File: src/rtl/gpio_pkg.sv
package gpio_pkg;

    // Default register offsets; the bus layout depends on these
    localparam int unsigned OFS_DIR  = 0;
    localparam int unsigned OFS_DATA = 1;
    localparam int unsigned OFS_SET  = 2;
    localparam int unsigned OFS_CLR  = 3;

    typedef enum logic [2:0] {
        TGT_NONE = 3'd0,
        TGT_DIR  = 3'd1,
        TGT_DATA = 3'd2,
        TGT_SET  = 3'd3,
        TGT_CLR  = 3'd4
    } gpio_tgt_e;

    typedef struct packed {
        logic      write;
        logic      read;
        gpio_tgt_e target;
    } gpio_req_t;

    // Next value of one latch bit for a given write target
    function automatic logic latch_next(gpio_tgt_e tgt, logic cur, logic wbit);
        logic nxt;
        nxt = cur;
        case (tgt)
            TGT_DATA: nxt = wbit;
            TGT_SET:  nxt = cur | wbit;
            TGT_CLR:  nxt = cur & ~wbit;
            default:  nxt = cur;
        endcase
        return nxt;
    endfunction

endpackage

File: src/rtl/gpio_decode.sv
module gpio_decode
    import gpio_pkg::*;
#(
    parameter int unsigned ADDR_W   = 4,
    parameter int unsigned DIR_OFS  = OFS_DIR,
    parameter int unsigned DATA_OFS = OFS_DATA,
    parameter int unsigned SET_OFS  = OFS_SET,
    parameter int unsigned CLR_OFS  = OFS_CLR
) (
    input  logic              sel,
    input  logic              wr,
    input  logic [ADDR_W-1:0] addr,
    output gpio_req_t         req
);
    localparam logic [ADDR_W-1:0] A_DIR  = ADDR_W'(DIR_OFS);
    localparam logic [ADDR_W-1:0] A_DATA = ADDR_W'(DATA_OFS);
    localparam logic [ADDR_W-1:0] A_SET  = ADDR_W'(SET_OFS);
    localparam logic [ADDR_W-1:0] A_CLR  = ADDR_W'(CLR_OFS);

    gpio_tgt_e tgt;

    always_comb begin
        if (addr == A_DIR)       tgt = TGT_DIR;
        else if (addr == A_DATA) tgt = TGT_DATA;
        else if (addr == A_SET)  tgt = TGT_SET;
        else if (addr == A_CLR)  tgt = TGT_CLR;
        else                     tgt = TGT_NONE;
    end

    always_comb begin
        req.write  = sel & wr & (tgt != TGT_NONE);
        req.read   = sel & ~wr;
        req.target = sel ? tgt : TGT_NONE;
    end
endmodule

File: src/rtl/gpio_sync.sv
module gpio_sync #(
    parameter int unsigned WIDTH  = 8,
    parameter int unsigned STAGES = 2
) (
    input  logic             clk,
    input  logic             rst,
    input  logic [WIDTH-1:0] din,
    output logic [WIDTH-1:0] dout
);
    logic [WIDTH-1:0] stage [STAGES];

    for (genvar s = 0; s < STAGES; s++) begin : g_stage
        if (s == 0) begin : g_first
            always_ff @(posedge clk) begin
                if (rst) stage[0] <= '0;
                else     stage[0] <= din;
            end
        end else begin : g_next
            always_ff @(posedge clk) begin
                if (rst) stage[s] <= '0;
                else     stage[s] <= stage[s-1];
            end
        end
    end

    assign dout = stage[STAGES-1];
endmodule

File: src/rtl/gpio_bank.sv
module gpio_bank
    import gpio_pkg::*;
#(
    parameter int unsigned WIDTH = 8
) (
    input  logic             clk,
    input  logic             rst,
    input  gpio_req_t        req,
    input  logic [WIDTH-1:0] wdata,
    output logic [WIDTH-1:0] dir_q,
    output logic [WIDTH-1:0] lat_q
);
    for (genvar i = 0; i < WIDTH; i++) begin : g_bit
        logic dir_b;
        logic lat_b;

        always_ff @(posedge clk) begin
            if (rst) begin
                dir_b <= 1'b1;
                lat_b <= 1'b0;
            end else if (req.write) begin
                if (req.target == TGT_DIR) dir_b <= wdata[i];
                lat_b <= latch_next(req.target, lat_b, wdata[i]);
            end
        end

        assign dir_q[i] = dir_b;
        assign lat_q[i] = lat_b;
    end
endmodule

File: src/rtl/gpio_readmux.sv
module gpio_readmux
    import gpio_pkg::*;
#(
    parameter int unsigned WIDTH = 8
) (
    input  gpio_req_t        req,
    input  logic [WIDTH-1:0] dir_q,
    input  logic [WIDTH-1:0] pins_sync,
    output logic [WIDTH-1:0] rdata
);
    always_comb begin
        case (req.target)
            TGT_DIR:  rdata = dir_q;
            TGT_DATA: rdata = pins_sync;
            default:  rdata = '0;
        endcase
    end
endmodule

File: src/rtl/gpio_port.sv
module gpio_port
    import gpio_pkg::*;
#(
    parameter int unsigned WIDTH       = 8,
    parameter int unsigned ADDR_W      = 4,
    parameter int unsigned SYNC_STAGES = 2,
    parameter int unsigned DIR_OFS     = OFS_DIR,
    parameter int unsigned DATA_OFS    = OFS_DATA,
    parameter int unsigned SET_OFS     = OFS_SET,
    parameter int unsigned CLR_OFS     = OFS_CLR
) (
    input  logic              clk,
    input  logic              rst,
    input  logic              bus_sel,
    input  logic              bus_wr,
    input  logic [ADDR_W-1:0] bus_addr,
    input  logic [WIDTH-1:0]  bus_wdata,
    output logic [WIDTH-1:0]  bus_rdata,
    input  logic [WIDTH-1:0]  pin_in,
    output logic [WIDTH-1:0]  pin_oe,
    output logic [WIDTH-1:0]  pin_out
);
    gpio_req_t        req;
    logic [WIDTH-1:0] dir_q;
    logic [WIDTH-1:0] lat_q;
    logic [WIDTH-1:0] pins_sync;

    gpio_decode #(
        .ADDR_W(ADDR_W), .DIR_OFS(DIR_OFS), .DATA_OFS(DATA_OFS),
        .SET_OFS(SET_OFS), .CLR_OFS(CLR_OFS)
    ) u_dec (
        .sel(bus_sel), .wr(bus_wr), .addr(bus_addr), .req(req)
    );

    gpio_bank #(.WIDTH(WIDTH)) u_bank (
        .clk(clk), .rst(rst), .req(req), .wdata(bus_wdata),
        .dir_q(dir_q), .lat_q(lat_q)
    );

    gpio_sync #(.WIDTH(WIDTH), .STAGES(SYNC_STAGES)) u_sync (
        .clk(clk), .rst(rst), .din(pin_in), .dout(pins_sync)
    );

    gpio_readmux #(.WIDTH(WIDTH)) u_rmux (
        .req(req), .dir_q(dir_q), .pins_sync(pins_sync), .rdata(bus_rdata)
    );

    assign pin_oe  = ~dir_q;
    assign pin_out = lat_q;
endmodule

File: config.mk
export PLATFORM = sky130hd
export DESIGN_NAME = gpio_port
export DESIGN_NICKNAME = d
export VERILOG_FILES = /design/src/rtl/gpio_pkg.sv /design/src/rtl/gpio_decode.sv /design/src/rtl/gpio_sync.sv /design/src/rtl/gpio_bank.sv /design/src/rtl/gpio_readmux.sv /design/src/rtl/gpio_port.sv
export SDC_FILE = /design/constraint.sdc
export NUM_CORES = 1
export LEC_CHECK = 0
export BUFFER_PORTS_ARGS = -buffer_cell sky130_fd_sc_hd__buf_2
export CORE_UTILIZATION = 53
export DETAILED_ROUTE_END_ITERATION = 8
export PLACE_DENSITY = 0.86
export SYNTH_ARGS = -nofsm -noshare
export SYNTH_HDL_FRONTEND = slang
export SYNTH_SLANG_ARGS = --single-unit
File: constraint.sdc
create_clock -name clk -period 2.09 [get_ports clk]
set_input_delay 0.1045 -clock clk [delete_from_list [all_inputs] [get_ports clk]]
set_output_delay 0.1045 -clock clk [all_outputs]
set_load 0.01 [all_outputs]
# Yosys cells after proc, flatten, opt, wreduce, memory -nomap -nowiden
# Memory sizes are Yosys's and may differ from the RTL's.
# Cells that the tools add are included.
# word_totals
reg_bits	16
mem_bits_rw	16
inputBits	24
output_inout_bits	24
memories	1
# classes
eq_ne	7
muxes	19
bitwise_logic	29
n_reduce_logical	5
# mem_list
name	words	width	rd	rd_ports_with_merged_regs	wr	line_no	text
u_sync.stage	2	8	2	0	2	gpio_sync.sv:10	logic [WIDTH-1:0] stage [STAGES];
# op_table
operator	n
one-hot mux 1 bit (3 select lines)	8
2-to-1 mux 8 bit	2
one-hot mux 8 bit (2 select lines)	1
2-to-1 mux 3 bit	5
bitwise AND 1 bit	10
OR 1 bit	10
equality test 4 x 2 -> 1 bit (second input constant)	2
NOT 1 bit	8
NOT 8 bit	1
equality test 3 x 2 -> 1 bit (second input constant)	2
nonzero test 3 bit	2
equality test 4 x 1 -> 1 bit (second input constant)	1
logical NOT 4 bit	1
AND reduction 2 bit	2
equality test 3 x 1 -> 1 bit (second input constant)	1
equality test 3 bit (second input constant)	1
2-to-1 mux 1 bit	3

# Longest topological paths before layout
# Gate-level depths: netlist (run 1).
# depth
word_depth	9
ltp_mapped	5
mapped_depth_nobuf	3

# Modules after synthesis
# A second synthesis (run 1) with hierarchy kept.
# hier_totals
hier_cells	166
hier_area_um2	1582.8
# modules_own_cells
mod	instances	cells_per_inst	area_per_inst_um2	seq_area_each_um2
gpio_bank	1	90	850.8	320.3
gpio_sync	1	33	464.2	320.3
gpio_readmux	1	27	186.4	0.0
gpio_decode	1	8	51.3	0.0
gpio_port	1	8	30.0	0.0

# Worst setup path before layout (run 1)
# Ideal clock, no wire load.
# synth_timing
path_type	in2out
startpoint	input port bus_addr[3]
endpoint	output port bus_rdata[0]
arrival_time_ns	0.934
path_slack_ns	1.051
stages	4
n_path_buf	1
path_cell_list	nor3b_4 and2_2 buf_2 a22o_1
# synth_via
elab_chain_cells	8
elab_cells_between_ends	12
classes_between	eq/ne: 5; mux: 6; reduce/logical: 1
# synth_lines
item	line_no	text
start: declaration	gpio_port.sv:16	input logic [ADDR_W-1:0] bus_addr,
equality test 4 x 2 -> 1 bit	gpio_decode.sv:26	else if (addr == A_CLR) tgt = TGT_CLR;
2-to-1 mux 3 bit	gpio_decode.sv:26	
2-to-1 mux 3 bit	gpio_decode.sv:25	else if (addr == A_SET) tgt = TGT_SET;
2-to-1 mux 3 bit	gpio_decode.sv:24	else if (addr == A_DATA) tgt = TGT_DATA;
2-to-1 mux 3 bit *	gpio_decode.sv:23	if (addr == A_DIR) tgt = TGT_DIR;
2-to-1 mux 3 bit *	gpio_decode.sv:33	req.target = sel ? tgt : TGT_NONE;
equality test 3 x 2 -> 1 bit / equality test 3 x 1 -> 1 bit (equally long branches)	gpio_readmux.sv:12	case (req.target)
one-hot mux 8 bit (2 select lines) *	gpio_readmux.sv:12	
end: declaration	gpio_port.sv:18	output logic [WIDTH-1:0] bus_rdata,
# Mark *: on every way between the ends. The rest lies on a longest branch, timed or not.

# Final worst setup path (run 1)
# layout_timing
startpoint	input port bus_addr[2]
endpoint	output port bus_rdata[5]
# The elaborated chain is that of the path after synthesis.

==> summary.txt, run 1 <==
Layout Skew -> 0.00181 ns
Die Wd -> 54.5 um
Clock root buffer master -> clkbuf_4
WP buf/inv -> 2
Synth Instances -> 148
Adder-cell share of the synthesized area -> 0%
R2r setup slk -> 1.25 ns
R2R cell count -> 3
First-pass GRT wire length -> 4560 um
Largest family of logic cells by synthesized area -> compound AO/OA/AOI/OAI gates
DP HPWL -> 2000 um
Post-place setup slack -> 0.429 ns
Total Wirelength -> 3030 um
Setup slack after layout -> 0.444 ns
CP dominant cell by count -> buf_2
Relative slew slack -> 57.3%
Maxcap violations -> 0
Worst r2r src -> u_bank.g_bit[7].dir_b
Min-delay worst type -> primary input to flip-flop
Vias/cell -> 5.32
Worst EP required -> 1.99 ns
Number of I/O port buffers -> 47
RSZ-0062 raised after global routing -> false
Core area -> 0.00254 mm^2
Period utilization -> 78.7%
Worst path top cell family by delay -> simple AND/OR/NAND/NOR gates
Chip height -> 54.5 um
Nets -> 216
Antenna-violating nets left -> 0
Wire length per cell -> 13.6 um
Critical path fanouts, max -> 9
Area leader, netlist -> dfxtp_1
CP Cell Sequence -> buf_2 -> and4bb_1 -> nor2b_1 -> a22o_1 -> buf_2
Syn nets -> 172
Setup TNS -> 0 ns
Max clock buf depth -> 2
Status -> complete, no violations
Clock sink count -> 32
Peak VDD IR -> 0.594 mV
Average cell area after synthesis -> 9.86 um^2
Critical path's largest stage delay -> 0.51 ns
FF-to-FF End -> u_bank.g_bit[7].dir_b
Fmax achieved -> 0.608 GHz
Synth Area in Compound Gates -> 23.6%
Slew @ Worst Pin -> 0.640 ns
PD cells -> 718 mW/mm^2
Clock Latency Late Sink -> 0.32 ns
Post-synthesis mux area share -> 0%
# setup viols final -> 0
Initial antenna violation count -> 0
Via Count -> 1187
Slew Limit Fails -> 0
Simple-gate portion of the synthesized area -> 17.8%
Die area -> 0.00297 mm^2
Hold path cells -> 2
Number of H-tree levels -> 2
Worst path slowest cell -> nor2b_1
Share of flip-flops with an asynchronous set or reset -> 0%
Min-Delay Startpoint -> pin_in[5]
Synth Cell Area -> 0.00146 mm^2
Setup crit end kind -> output port
Critical Path Start Type -> primary input
Drt drc -> 0
Vias in the first global route -> 1050
GP Congestion -> 0.774
GRT overflow -> 0
Area growth, synth to finish -> 23.1%
Syn. warnings -> 0
Number of core rows -> 18
TritonCTS buffer count -> 5
WS Path Type -> primary input to output port
Synth Register Bits -> 32
Reg clk slew, reported paths -> 0.09 ns
Hold Path End -> u_sync.stage[0][5]
Post-route minimum period -> 1.65 ns
CTS tree -> done
Xor-xnor portion of the synthesized cell area -> 1.11%
WP data arrival -> 1.54 ns
Inserted Diodes -> 0
Top post-synthesis cells by area -> dfxtp_1 (44%), nor2b_1 (10%), buf_4 (5.7%)
Drt first-iter violations -> 34
Share of the synthesized area in the top cell type -> 43.9%
Static leakage -> 0.877 nW
Largest net degree at the start of global routing -> 40
Post-CTS Resized -> 0
Ports -> 48
Number of synthesized flops with an enable pin -> 0
Multi-input logic area -> 619 um^2
Layout cells sized above 1 -> 35.8%
Initial core utilization -> 57.3%
Pre-antenna DRT Iters -> 4
Synth Flop Type -> dfxtp_1
Sequential standard cell area -> 641 um^2
FILL cells -> 211
Seq/Total Area, Yosys -> 43.9%
Distinct cells, synth -> 22
Total GRT Usage -> 22.0%
Final hold violation count -> 0
-- cell families (layout without fill, tap and decap cells) --
logic type             Yosys count  after routing
AO/OA/AOI/OAI                   40             40
AND/OR/NAND/NOR                 38             38
buffers and inverters           37             82
flip-flops                      32             32
XOR/XNOR                         1              1
-- report_power, final --
group,switching (W),internal [W],leakage (nW)
logic,0.0000668,0.0000611,0.563
clock network,0.000210,0.000318,0.0515
registers,0.00000531,0.000628,0.262
-- final cells by class --
cell class                 count  share of cell area, %
tap                           30                   2.09
timing repair buffer          58                   19.1
multi-input combinational     79                   34.5
sequential                    32                   35.7
clock inverter                 1                   1.67
inverter                      16                   3.34
clock buffer                   7                   3.62
-- registers in the layout, summed over array words and instances, names as in the netlist --
signal              cells
u_sync.stage           16
u_bank.g_bit.dir_b      8
u_bank.g_bit.lat_b      8
-- per-stage QoR --
step	power (W)	utilization, %	area (um^2)	cells	hold WS, ns
floorplan	0.000722	-	1460	148	0.222
global placement	0.000756	62.9	1600	205	0.312
detailed placement	0.000760	62.9	1600	205	0.320
CTS	0.00130	70.6	1800	223	0.000826
global route	0.00133	70.6	1800	223	0.00761
finish	0.00129	70.6	1800	223	0.00207
-- how the worst max path moves through the flow --
stage / startpoint / end / slack, ns / depth (start not counted)
2_1_floorplan: bus_addr[3] / bus_rdata[0] / 1.05 / 4
6_report: bus_addr[2] / bus_rdata[5] / 0.44 / 5
4_1_cts: bus_addr[2] / bus_rdata[5] / 0.42 / 5
3_3_place_gp: bus_addr[2] / bus_rdata[5] / 0.45 / 5
5_1_grt: bus_addr[2] / bus_rdata[5] / 0.38 / 5
3_5_place_dp: bus_addr[2] / bus_rdata[5] / 0.43 / 5
-- synthesized netlist by cell type (all sizes together), types with 5 or more instances --
cell    instances
inv            16
a31oi           8
a41o            7
a22o            8
buf            16
nand2b          8
a311oi          7
nor2b          24
a211o           8
dfxtp          32
clkbuf          5
-- timing repair --
item	CTS	global route
hold buffers	10	0
endpoints found under the hold margin	10	0
buffers inserted	0	0
-- layout by cell type (no fill, tap or decap), drive strengths merged, types with 7 or more instances in the layout --
master / Yosys / final
dfxtp: 32 / 32
a22o: 8 / 8
nand2b: 8 / 8
a31oi: 8 / 8
dlygate4sd3: 0 / 10
a311oi: 7 / 7
nor2b: 24 / 24
a41o: 7 / 7
inv: 16 / 16
a211o: 8 / 8
buf: 16 / 48
clkbuf: 5 / 7
-- routing by layer --
| metal | up-vias | GRT usage (%) | part of all wire [%] |
|---|---|---|---|
| met5 | - | 0 | 0 |
| met4 | 0 | 8.97 | 1.0 |
| met3 | 6 | 5.00 | 3.7 |
| met2 | 35 | 39.0 | 51 |
| met1 | 548 | 25.2 | 44 |
| li1 | 598 | - | - |
(Power assumes the default switching activity.)
==> run 2: changes to the inputs <==
--- a/config.mk
+++ b/config.mk
@@ -6,9 +6,9 @@
 export NUM_CORES = 1
 export LEC_CHECK = 0
 export BUFFER_PORTS_ARGS = -buffer_cell sky130_fd_sc_hd__buf_2
-export CORE_UTILIZATION = 53
+export CORE_UTILIZATION = 44
 export DETAILED_ROUTE_END_ITERATION = 8
-export PLACE_DENSITY = 0.86
+export PLACE_DENSITY = 0.77
 export SYNTH_ARGS = -nofsm -noshare
 export SYNTH_HDL_FRONTEND = slang
 export SYNTH_SLANG_ARGS = --single-unit
==> constraint.sdc (replaced) <==
create_clock -name clk -period 1.4 [get_ports clk]
set_input_delay 0.07 -clock clk [delete_from_list [all_inputs] [get_ports clk]]
set_output_delay 0.07 -clock clk [all_outputs]
set_load 0.01 [all_outputs]
==> run 2 against run 1 <==
Effect of this change:
- setup slack got worse by 0.22 ns
- cell count increased by 11%
- sequential power up 49%
- register-to-register slack lost 0.71 ns
- non-clock buffer count up 11
- sequential share of layout area fell by 1.9 points
- critical path type unchanged
- largest cell class unchanged
- largest power group unchanged
==> summary.txt, run 2 (synthesized netlist as in run 1, its figures left out) <==
Status -> complete, no violations
Worst path top cell family by delay -> simple AND/OR/NAND/NOR gates
Placed Cells -> 224
Sequential standard cell area -> 641 um^2
Multi-input logic area -> 619 um^2
Wire length per cell -> 12.5 um
Pint -> 0.00142 W
WS Path Type -> primary input to output port
Met2 Use GR -> 31.8%
Initial antenna violation count -> 0
Die area -> 0.00355 mm^2
Met3 Usage GRT -> 6.77%
Vias in the first global route -> 1211
Fmax achieved -> 0.847 GHz
First-pass GRT wire length -> 5260 um
Number of H-tree levels -> 2
GRT overflow -> 0
Largest net degree at the start of global routing -> 26
Postcts setup bufs -> 0
WP data arrival -> 1.11 ns
Non-Filler Instances -> 248
Clock sink count -> 32
Static leakage -> 0.917 nW
Worst path slowest cell -> nor3b_4
Nets -> 227
Drt drc -> 0
Slew Limit Fails -> 0
Sequential share of power -> 51.4%
Hold path cells -> 2
TritonCTS buffer count -> 5
Number of I/O port buffers -> 47
Via Count -> 1253
Post-CTS Resized -> 0
Sw Ratio -> 22.9%
Clk pwr share -> 37.1%
DP HPWL -> 2120 um
RSZ-0062 raised after global routing -> false
Inserted Diodes -> 0
FILL cells -> 292
Setup TNS -> 0 ns
Net Sw Power -> 0.000420 W
Layout Skew -> 0.000716 ns
Drt first-iter violations -> 94
Clock Latency Late Sink -> 0.32 ns
Hold Buf Count CTS -> 16
CP dominant cell by count -> buf_2
Die Wd -> 59.6 um
Core area -> 0.00310 mm^2
Ports -> 48
GR peak layer -> met2
Reg clk slew, reported paths -> 0.10 ns
Pre-antenna DRT Iters -> 4
CTS tree -> done
Layout cells sized above 1 -> 36.3%
Critical Path Start Type -> primary input
Total GRT Usage -> 19.9%
GP Congestion -> 0.783
Post-place setup slack -> 0.163 ns
Vias/cell -> 5.05
Worst EP required -> 1.33 ns
Clock root buffer master -> clkbuf_4
Max clock buf depth -> 2
Min-delay worst type -> primary input to flip-flop
Antenna-violating nets left -> 0
Setup crit end kind -> output port
Chip height -> 59.6 um
Initial core utilization -> 47.0%
WP buf/inv -> 2
PD cells -> 970 mW/mm^2
Met1 usage -> 24.0%
Critical path's largest stage delay -> 0.32 ns
Critical path fanouts, max -> 8
Relative slew slack -> 72.9%
Top reg by flops -> u_sync.stage
Peak VDD IR -> 0.641 mV
Post-route minimum period -> 1.18 ns
Logic pwr share -> 11.6%
Area growth, synth to finish -> 29.9%
Period utilization -> 84.3%
Setup slack after layout -> 0.219 ns
# setup viols final -> 0
Stages on worst setup path -> 5
Max reg flops -> 16
Maxcap violations -> 0
Most common cell after layout, fill and taps aside -> buf_2
R2R cell count -> 3
Most frequent cells in the layout -> buf_2 (47), dfxtp_1 (32), nor2b_1 (24)
Slew @ Worst Pin -> 0.407 ns
Total Wirelength -> 3090 um
CP Cell Sequence -> buf_2 -> nor3b_4 -> and2_2 -> a22o_1 -> buf_2
Number of core rows -> 20
Final hold violation count -> 0
Biggest regs -> u_sync.stage: 16 flops, u_bank.g_bit.dir_b: 8 flops, u_bank.g_bit.lat_b: 8 flops
==> run 2: cell count changes in the layout (fill, tap and decap cells not counted) <==
| cell | change |
|---|---|
| buf_4 | +5 |
| clkinv_2 | +1 |
| dlygate4sd3_1 | +6 |
| clkinvlp_4 | +1 |
| clkbuf_8 | -2 |
==> run 2: final cells by class <==
cell class | instances | area share (%)
timing repair buffer | 69 | 23.2
inverter | 16 | 3.17
clock inverter | 3 | 2.24
tap | 44 | 2.90
clock buffer | 5 | 1.98
multi-input combinational | 79 | 32.7
sequential | 32 | 33.8
==> run 2: power by group through the flow <==
stage	logic, W	clock network, W	registers, W
finish	0.000213	0.000682	0.000944
global route	0.000234	0.000752	0.000948
CTS	0.000212	0.000697	0.000944
detailed placement	0.000178	0	0.000966
global placement	0.000170	0	0.000965
floorplan	0.000114	0	0.000964
==> run 2: final timing paths <==
check | slack, ns | endpoint | from
max | 0.22 | bus_rdata[5] | bus_addr[3]
min | 0.15 | u_bank.g_bit[4].lat_b | rst
max reg2reg | 0.54 | u_bank.g_bit[2].dir_b | u_bank.g_bit[2].dir_b
min reg2reg | 0.44 | u_sync.stage[1][7] | u_sync.stage[0][7]
==> run 2: per-stage QoR <==
| step | cell area [um^2] | power, W | util (%) | hold slack (ns) |
|---|---|---|---|---|
| finish | 1900 | 0.00184 | 61.1 | 0.154 |
| global route | 1900 | 0.00193 | 61.1 | 0.145 |
| CTS | 1900 | 0.00185 | 61.1 | 0.141 |
| detailed placement | 1660 | 0.00114 | 53.3 | 0.285 |
| global placement | 1660 | 0.00113 | 53.3 | 0.277 |
| floorplan | 1460 | 0.00108 | - | 0.188 |
==> run 2: per-layer routing <==
layer	up-vias	wire, um	share of wire [%]
li1	619	-	-
met1	576	1320	43
met2	51	1510	49
met3	7	204	6.6
met4	0	57	1.8
met5	-	0	0
==> run 3: changes to the inputs <==
==> constraint.sdc (replaced) <==
create_clock -name clk -period 1 [get_ports clk]
set_input_delay 0.05 -clock clk [delete_from_list [all_inputs] [get_ports clk]]
set_output_delay 0.05 -clock clk [all_outputs]
set_load 0.01 [all_outputs]
==> run 3 against run 2 <==
Effect of this change:
- the run now ends with setup timing left
- utilization increased by 3.6 points
- register-to-register slack got worse by 0.38 ns
- first-iteration DRC count decreased by 36%
- largest cell class unchanged
==> summary.txt, run 3 (synthesized netlist as in run 1, its figures left out) <==
Status -> complete, but fails checks
Failing checks -> setup timing
Critical path fanouts, max -> 2
Clk pwr share -> 36.6%
Largest net degree at the start of global routing -> 25
Fmax achieved -> 0.927 GHz
GRT overflow -> 0
Clock root buffer master -> clkbuf_4
Routed length on met2 -> 1690 um
Die Wd -> 59.6 um
Number of H-tree levels -> 2
Met3 WL post-DR -> 222 um
Core area -> 0.00310 mm^2
Logic pwr share -> 13.0%
Area growth, synth to finish -> 37.6%
Die area -> 0.00355 mm^2
Vias/cell -> 5.10
Initial core utilization -> 47.0%
Chip height -> 59.6 um
Post-route minimum period -> 1.08 ns
Hold slack final -> 0.150 ns
Drt first-iter violations -> 60
# setup viols final -> 8
Total Wirelength -> 3380 um
Net Sw Power -> 0.000605 W
R2r setup slk -> 0.16 ns
Slew Limit Fails -> 0
Setup crit end kind -> output port
Static leakage -> 0.970 nW
Pint -> 0.00202 W
Met1 wire length -> 1370 um
WS Path Type -> flip-flop to output port
Most frequent cells in the layout -> buf_2 (45), dfxtp_1 (28), nor2b_1 (24)
Clock Latency Late Sink -> 0.33 ns
Number of core rows -> 20
Worst EP required -> 0.95 ns
Slew @ Worst Pin -> 0.461 ns
Max clock buf depth -> 2
Inserted Diodes -> 0
TritonCTS buffer count -> 5
First-pass GRT wire length -> 5420 um
DP HPWL -> 2220 um
Sw Ratio -> 23.1%
Layout Skew -> 0.00123 ns
Via Count -> 1310
Ports -> 48
GP Congestion -> 0.805
Relative slew slack -> 69.2%
Wire length per cell -> 13.2 um
Max reg flops -> 16
Layout cells sized above 1 -> 42.3%
Top reg by flops -> u_sync.stage
Maxcap violations -> 0
WP data arrival -> 1.03 ns
Peak VDD IR -> 0.875 mV
Sequential standard cell area -> 646 um^2
Drt drc -> 0
Final hold violation count -> 0
Most common cell after layout, fill and taps aside -> buf_2
Sequential share of power -> 50.4%
Min-delay worst type -> primary input to flip-flop
FILL cells -> 286
CTS tree -> done
Total GRT Usage -> 21.1%
Period utilization -> 108%
Antenna-violating nets left -> 0
Number of I/O port buffers -> 47
Multi-input logic area -> 646 um^2
PD cells -> 1310 mW/mm^2
Critical Path Start Type -> flip-flop
Initial antenna violation count -> 0
Clock sink count -> 32
Nets -> 236
Setup slack after layout -> -0.0786 ns
Biggest regs -> u_sync.stage: 16 flops, u_bank.g_bit.dir_b: 8 flops, u_bank.g_bit.lat_b: 8 flops
Max layer used -> met4
Vias in the first global route -> 1264
RSZ-0062 raised after global routing -> true
Post-place setup slack -> -0.145 ns
Reg clk slew, reported paths -> 0.10 ns
Pre-antenna DRT Iters -> 4
## run 3: cell count changes in the layout (fill, tap and decap cells not counted), sizes merged
cell,delta
buf,+9
clkbuf,+1
clkinvlp,-1
## run 3: layer usage
metal	vias to the layer above	global-route usage, %
met5	-	0
met2	54	36.3
met1	608	23.4
met4	0	10.6
met3	12	6.33
li1	636	-
## run 3: worst paths after layout
kind	startpoint	end	depth (start not counted)
hold reg to reg	u_sync.stage[0][3]	u_sync.stage[1][3]	1
setup reg to reg	u_bank.g_bit[2].dir_b	u_bank.g_bit[2].dir_b	3
hold / removal	bus_wr	u_bank.g_bit[5].dir_b	3
setup / recovery	u_bank.g_bit[2].dir_b	bus_rdata[2]	2
## run 3: metrics by stage
step / instances / util [%] / area (um^2) / TNS, ns / total power [W]
2_1_floorplan: 148 / - / 1460 / 0 / 0.00151
3_5_place_dp: 231 / 55.0 / 1710 / -2.03 / 0.00162
6_report: 257 / 64.7 / 2010 / -0.398 / 0.00262
3_3_place_gp: 231 / 55.0 / 1710 / -1.42 / 0.00161
5_1_grt: 257 / 64.7 / 2010 / -0.794 / 0.00273
4_1_cts: 257 / 63.3 / 1960 / -0.524 / 0.00263
## run 3: power by group through the flow
stage          registers, W  logic [W]  clock network (W)
2_1_floorplan       0.00135   0.000159                  0
3_3_place_gp        0.00135   0.000259                  0
3_5_place_dp        0.00135   0.000269                  0
4_1_cts             0.00132   0.000323           0.000983
5_1_grt             0.00133   0.000369            0.00103
6_report            0.00132   0.000340           0.000959
## run 3: critical path, cell delays in order, from the launching register on
cell and delay (ns):
dfxtp_1 0.33, a22o_1 0.22, buf_2 0.14
## run 3: repair_timing
action                                  4_1_cts  5_1_grt
hold buffers                                 16        0
resized for setup                             3       11
pin swaps                                     2        8
hold endpoints to repair                     17        0
buffers inserted                              2        0
endpoints found under the setup margin        8       13
## run 3: final cells by class
| cell class | instances | area share [%] |
|---|---|---|
| repair buffers | 78 | 26.1 |
| multi-input cells | 79 | 32.2 |
| well taps | 44 | 2.74 |
| clock buffers | 6 | 2.06 |
| inverters | 16 | 2.99 |
| flip-flops and latches | 32 | 32.2 |
| clock inverters | 2 | 1.75 |
